$ cat src/rtl/tmr_pkg.sv
package tmr_pkg;

  typedef enum logic [2:0] {
    SEL_OFF      = 3'd0,
    SEL_D1       = 3'd1,
    SEL_D8       = 3'd2,
    SEL_D64      = 3'd3,
    SEL_D256     = 3'd4,
    SEL_D1024    = 3'd5,
    SEL_EXT_FALL = 3'd6,
    SEL_EXT_RISE = 3'd7
  } clk_sel_e;

  localparam int NUM_TAPS = 5;
  localparam int HOLD_BIT = 7;
  localparam int CLR_BIT  = 0;

  // log2 of the division ratio for tap index 0..NUM_TAPS-1
  function automatic int tap_shift(input int idx);
    case (idx)
      0:       return 0;
      1:       return 3;
      2:       return 6;
      3:       return 8;
      default: return 10;
    endcase
  endfunction

endpackage

$ cat src/rtl/tmr_ctl_reg.sv
module tmr_ctl_reg
  import tmr_pkg::*;
(
  input  logic       clk,
  input  logic       rst_n,
  input  logic       wr_en,
  input  logic [7:0] wr_data,
  output logic [7:0] rd_data,
  output logic       clr_o,
  output logic       hold_o
);

  logic clr_q;
  logic hold_q;

  always_ff @(posedge clk or negedge rst_n) begin
    if (!rst_n) begin
      clr_q  <= 1'b0;
      hold_q <= 1'b0;
    end else if (wr_en) begin
      hold_q <= wr_data[HOLD_BIT];
      clr_q  <= wr_data[CLR_BIT];
    end else if (!hold_q) begin
      clr_q <= 1'b0;
    end
  end

  always_comb begin
    rd_data           = 8'h00;
    rd_data[HOLD_BIT] = hold_q;
    rd_data[CLR_BIT]  = clr_q;
  end

  assign clr_o  = clr_q;
  assign hold_o = hold_q;

  // a clear without hold drops after one cycle
  a_r3_self_clear: assert property (@(posedge clk) disable iff (!rst_n)
    (clr_q && !hold_q && !wr_en) |=> !clr_q);

  // writing the clear bit sets it
  a_r3_write_sets: assert property (@(posedge clk) disable iff (!rst_n)
    (wr_en && wr_data[CLR_BIT]) |=> clr_q);

  // under hold the clear is kept
  a_r4_hold_keeps: assert property (@(posedge clk) disable iff (!rst_n)
    (hold_q && clr_q && !wr_en) |=> clr_q);

endmodule

$ cat src/rtl/tmr_prescaler.sv
module tmr_prescaler
  import tmr_pkg::*;
#(
  parameter int CNT_W = 10
) (
  input  logic                clk,
  input  logic                rst_n,
  input  logic                clr,
  output logic [NUM_TAPS-1:0] tap_o
);

  logic [CNT_W-1:0] cnt_q;

  always_ff @(posedge clk or negedge rst_n) begin
    if (!rst_n)   cnt_q <= '0;
    else if (clr) cnt_q <= '0;
    else          cnt_q <= cnt_q + 1'b1;
  end

  // each tap fires on the last count before its low bits wrap to zero
  for (genvar g = 0; g < NUM_TAPS; g++) begin : g_tap
    localparam logic [CNT_W-1:0] MASK = CNT_W'((64'd1 << tap_shift(g)) - 64'd1);
    assign tap_o[g] = ((cnt_q & MASK) == MASK) && !clr;
  end

  // a clear leaves the counter at zero
  a_r8_clear_zero: assert property (@(posedge clk) disable iff (!rst_n)
    clr |=> (cnt_q == '0));

endmodule

$ cat src/rtl/tmr_ext_sync.sv
module tmr_ext_sync #(
  parameter int STAGES = 2
) (
  input  logic clk,
  input  logic rst_n,
  input  logic pin,
  output logic rise_o,
  output logic fall_o
);

  localparam int LAST = STAGES;

  logic [LAST:0] chain_q;

  always_ff @(posedge clk or negedge rst_n) begin
    if (!rst_n) chain_q <= '0;
    else        chain_q <= {chain_q[LAST-1:0], pin};
  end

  logic cur_s;
  logic prev_s;
  assign cur_s  = chain_q[LAST-1];
  assign prev_s = chain_q[LAST];
  assign rise_o = cur_s & ~prev_s;
  assign fall_o = ~cur_s & prev_s;

  // never both directions at once, never two pulses in a row
  a_r11_one_dir: assert property (@(posedge clk) disable iff (!rst_n)
    $onehot0({rise_o, fall_o}));
  a_r11_rise_single: assert property (@(posedge clk) disable iff (!rst_n)
    rise_o |=> !rise_o);
  a_r11_fall_single: assert property (@(posedge clk) disable iff (!rst_n)
    fall_o |=> !fall_o);

endmodule

$ cat src/rtl/tmr_clk_front.sv
module tmr_clk_front
  import tmr_pkg::*;
#(
  parameter int CNT_W       = 10,
  parameter int SYNC_STAGES = 2
) (
  input  logic       clk,
  input  logic       rst_n,
  input  logic       reg_wr,
  input  logic [7:0] reg_wdata,
  output logic [7:0] reg_rdata,
  input  logic [2:0] clk_sel,
  input  logic       ext_pin,
  output logic       cnt_en
);

  logic                clr_s;
  logic                hold_s;
  logic [NUM_TAPS-1:0] taps_s;
  logic                rise_s;
  logic                fall_s;
  logic                src_tick;
  logic                cnt_en_q;

  tmr_ctl_reg u_ctl (
    .clk     (clk),
    .rst_n   (rst_n),
    .wr_en   (reg_wr),
    .wr_data (reg_wdata),
    .rd_data (reg_rdata),
    .clr_o   (clr_s),
    .hold_o  (hold_s)
  );

  tmr_prescaler #(.CNT_W(CNT_W)) u_pre (
    .clk   (clk),
    .rst_n (rst_n),
    .clr   (clr_s),
    .tap_o (taps_s)
  );

  tmr_ext_sync #(.STAGES(SYNC_STAGES)) u_ext (
    .clk    (clk),
    .rst_n  (rst_n),
    .pin    (ext_pin),
    .rise_o (rise_s),
    .fall_o (fall_s)
  );

  always_comb begin
    case (clk_sel_e'(clk_sel))
      SEL_D1:       src_tick = taps_s[0];
      SEL_D8:       src_tick = taps_s[1];
      SEL_D64:      src_tick = taps_s[2];
      SEL_D256:     src_tick = taps_s[3];
      SEL_D1024:    src_tick = taps_s[4];
      SEL_EXT_FALL: src_tick = fall_s;
      SEL_EXT_RISE: src_tick = rise_s;
      default:      src_tick = 1'b0;
    endcase
  end

  always_ff @(posedge clk or negedge rst_n) begin
    if (!rst_n) cnt_en_q <= 1'b0;
    else        cnt_en_q <= src_tick & ~clr_s;
  end

  assign cnt_en = cnt_en_q;

  // a cycle spent in clear yields no enable
  a_r4_clear_blocks: assert property (@(posedge clk) disable iff (!rst_n)
    clr_s |=> !cnt_en);

  // stopped selection yields no enable
  a_r6_off_silent: assert property (@(posedge clk) disable iff (!rst_n)
    (clk_sel == 3'd0) |=> !cnt_en);

  // external rising enables are single-cycle
  a_r11_ext_pulse: assert property (@(posedge clk) disable iff (!rst_n)
    (clk_sel == 3'd7 && cnt_en) |=> !cnt_en);

endmodule

$ cat config.mk
export PLATFORM = sky130hd
export DESIGN_NAME = tmr_clk_front
export DESIGN_NICKNAME = d
export VERILOG_FILES = /design/src/rtl/tmr_pkg.sv /design/src/rtl/tmr_ctl_reg.sv /design/src/rtl/tmr_prescaler.sv /design/src/rtl/tmr_ext_sync.sv /design/src/rtl/tmr_clk_front.sv
export SDC_FILE = /design/constraint.sdc
export NUM_CORES = 1
export LEC_CHECK = 0
export ABC_AREA = 1
export ABC_CLOCK_PERIOD_IN_PS = 1520
export BUFFER_PORTS_ARGS = -buffer_cell sky130_fd_sc_hd__buf_2
export CAP_MARGIN = 30
export CELL_PAD_IN_SITES_DETAIL_PLACEMENT = 2
export CELL_PAD_IN_SITES_GLOBAL_PLACEMENT = 2
export CORE_ASPECT_RATIO = 1.4
export CORE_UTILIZATION = 29
export DETAILED_ROUTE_END_ITERATION = 8
export PLACE_DENSITY_LB_ADDON = 0.3
export SLEW_MARGIN = 5
export SYNTH_ARGS = -nofsm -noshare
export SYNTH_HDL_FRONTEND = slang
export SYNTH_SLANG_ARGS = --single-unit
$ cat constraint.sdc
create_clock -name clk -period 1.52 [get_ports clk]
set_clock_uncertainty 0.15 [all_clocks]
set_input_delay 0.456 -clock clk [delete_from_list [all_inputs] [get_ports clk]]
set_output_delay 0.456 -clock clk [all_outputs]
set_load 0.1 [all_outputs]
==> impl_metrics.py <==
metrics = {
    "status": {
        "status": "finished, final reports clean",
    },
    "critical_path": {
        "crit-reg2reg-launch": "u_pre.cnt_q[1]$_DFF_PN0_",
        "path_buf_inv": 1,
        "critPathTopFamily": "flip-flops",
        "r2r_slack_ns": 0.11,
        "cp-end-kind": "output pin",
        "r2r_cells": 6,
        "critPathKind": "reg2out",
        "r2r-end": "u_pre.cnt_q[9]$_DFF_PN0_",
        "cpPeakStageDelay_ns": 0.44,
        "start_kind": "register",
        "worstPathArrival_ns": 0.89,
        "crit_path_max_fanout": 2,
        "crit_chain": "buf_12",
        "critical_path.slowest_cell": "dfrtp_2",
        "cp.required_ns": 0.91,
    },
    "clock_tree": {
        "insertion_delay_ns": 0.28,
        "cts_tree": "built",
        "cts_root_buf": "clkbuf_4",
        "cts_htree_levels": 1,
        "clock_sinks": 16,
        "path_clk_slew_ns": 0.10,
        "clockBufferDepth": 2,
        "cts_buffers": 3,
    },
    "cells_and_area": {
        "diodes": 0,
        "final_util_pct": 39.5,
        "fin_nets": 137,
        "drive_gt1_share_pct": 31.0,
        "syn2layout_area_growth_pct": 26.0,
        "layout.cells.non_filler": 152,
    },
    "hold_path": {
        "min_path_type": "in2reg",
        "holdCritStartpoint": "ext_pin",
        "hold_path_depth": 1,
        "holdPathEnd": "u_ext.chain_q[0]$_DFF_PN0_",
    },
    "placed_design": {
        "hpwl_mm": 1.57,
        "dp.cells": 146,
        "portBuffers": 11,
        "globalplace.congestion": 0.654,
    },
    "synthesis": {
        "synthesis.area_um2": 846,
        "ys_warn_count": 0,
        "synthTopCellsByArea": "dfrtp_1, buf_4, nand2_1",
        "synth_top_cell_by_area": "dfrtp_1",
        "syn_inst": 96,
        "synthDistinctLibCells": 22,
        "syn_area_per_cell_um2": 8.81,
        "synth_top_area_share_pct": 47.3,
        "ys_ff_latch": 16,
        "yosysSeqAreaShare_pct": 47.3,
    },
    "pwr": {
        "vdd_drop_max_v": 0.000543,
        "powerDensity_nw_per_um2": 1020,
        "p_total_mw": 1.09,
        "p_leak_nw": 0.534,
    },
    "sta": {
        "drv_slew": 0,
        "finalSetupTns_ns": 0,
        "rsz0062_at_grt": "true",
        "setup_violations": 0,
        "min_period_ns": 1.50,
        "fmax_mhz": 669,
        "finalHoldViolCount": 0,
        "fin_crit_sh_pct": 98.4,
    },
    "grt": {
        "grt_pass1_wl_mm": 3.31,
        "first_global_vias": 762,
        "antenna_found_initial": 0,
        "grt_usage_pct": 15.4,
        "overflow": 0,
        "grt_max_degree": 17,
    },
    "floorplanning": {
        "die_height_um": 65.9,
        "rows": 22,
        "die-width_um": 47.6,
        "die_area_um2": 3140,
        "start_util_pct": 31.4,
        "ioPinCount": 24,
        "core_area_um2": 2700,
    },
    "routing": {
        "wl_per_cell_um": 13.3,
        "drt-initial-drc-count": 5,
        "drc": 0,
        "routed_wirelength_mm": 2.03,
        "first_pass_iters": 2,
        "via_per_inst": 4.52,
        "vias": 687,
        "drtAntennaViolNets": 0,
    },
    "flow_run": {
        "drv_cap": 0,
    },
}
==> state kept, by name (all words and copies together), names as in the netlist <==
name,cells
cnt_en,1
u_ctl.clr_o,1
u_ctl.hold_o,1
u_ext.chain_q,3
u_pre.cnt_q,10
==> stage by stage <==
stage               worst slack (ns)  area, um2  hold slack (ns)
finish                        0.0243       1070            0.122
global route                 -0.0115       1070            0.113
CTS                          0.00804       1040            0.116
detailed placement           -0.0436        995            0.194
global placement             -0.0187        995            0.184
floorplan                     0.0307        865           0.0104
==> power by group <==
part	switching, mW	total (mW)	internal [mW]
combinational	0.221	0.341	0.119
sequential	0.0515	0.522	0.471
clock	0.134	0.226	0.0920
==> layout by cell type, fill, tap and decap left out <==
| cell type | n |
|---|---|
| inv_1 | 9 |
| a31oi_1 | 1 |
| nor2_4 | 2 |
| nand3b_1 | 1 |
| inv_2 | 3 |
| clkinv_2 | 1 |
| nand3_4 | 1 |
| o21ai_0 | 3 |
| nand2_2 | 2 |
| clkbuf_4 | 3 |
| nand3_2 | 1 |
| nor2_1 | 11 |
| buf_4 | 8 |
| and3_1 | 1 |
| buf_12 | 3 |
| dlygate4sd3_1 | 1 |
| conb_1 | 6 |
| nand4_1 | 2 |
| a21oi_2 | 1 |
| nor2_2 | 1 |
| o21ai_1 | 3 |
| nand3_1 | 2 |
| a21oi_1 | 6 |
| ha_1 | 3 |
| xor2_1 | 2 |
| buf_2 | 8 |
| nand2_1 | 14 |
| ha_4 | 1 |
| dfrtp_1 | 15 |
| dfrtp_2 | 1 |
==> Yosys cell counts <==
library cell  count
o21ai_0           3
nand3_1           2
conb_1            1
xor2_1            2
nand2_2           2
nand3_2           2
nor2_4            2
nor2_1           12
nand3b_1          1
inv_2             3
and3_1            1
o21ai_1           3
buf_4             8
ha_1              4
a21oi_2           1
dfrtp_1          16
nand2_1          14
nand4_1           2
a31oi_1           1
a21oi_1           6
inv_1             9
clkinv_2          1
==> area by class of cell <==
cell class,instances,area [um2]
fillers,332,1630
flip-flops and latches,16,402
multi-input cells,64,377
repair buffers,20,170
inverters,13,50.0
well taps,36,45.0
clock buffers,3,22.5
==> worst max-delay path by stage <==
stage / start / endpoint / cells after the start
floorplan: cnt_en$_DFF_PN0_ / cnt_en / 0
global placement: clk_sel[1] / cnt_en$_DFF_PN0_ / 9
detailed placement: clk_sel[1] / cnt_en$_DFF_PN0_ / 9
CTS: u_ctl.clr_o$_DFFE_PN0P_ / reg_rdata[0] / 1
global route: u_ctl.clr_o$_DFFE_PN0P_ / reg_rdata[0] / 1
finish: u_ctl.clr_o$_DFFE_PN0P_ / reg_rdata[0] / 1
==> metal layers <==
metal | vias to the layer above | wire [um] | GRT usage [%]
met4 | 0 | 23 | 8.33
met5 | - | 0 | 0
met1 | 345 | 763 | 15.9
met3 | 2 | 39 | 3.28
met2 | 9 | 1200 | 27.2
li1 | 331 | - | -
==> cells by family (layout without fill, tap and decap cells) <==
kind of cell,after synthesis,after routing,share of synthesized area (%)
buffers and inverters,21,36,13.0
AND/OR/NAND/NOR,38,38,22.3
other,1,6,0.443
flip-flops,16,16,47.3
AO/OA/AOI/OAI,14,14,8.88
XOR/XNOR,2,2,2.07
adder cells (fa/ha/maj),4,4,5.92
==> what timing repair did <==
item                       in CTS  in global routing
setup endpoints to repair       3                  4
pin swaps                       0                  2
hold buffers                    1                  0
hold endpoints to repair       16                  0
setup buffers                   1                  1
gates resized for setup         2                  3
Power figures use the tool's default switching activity.
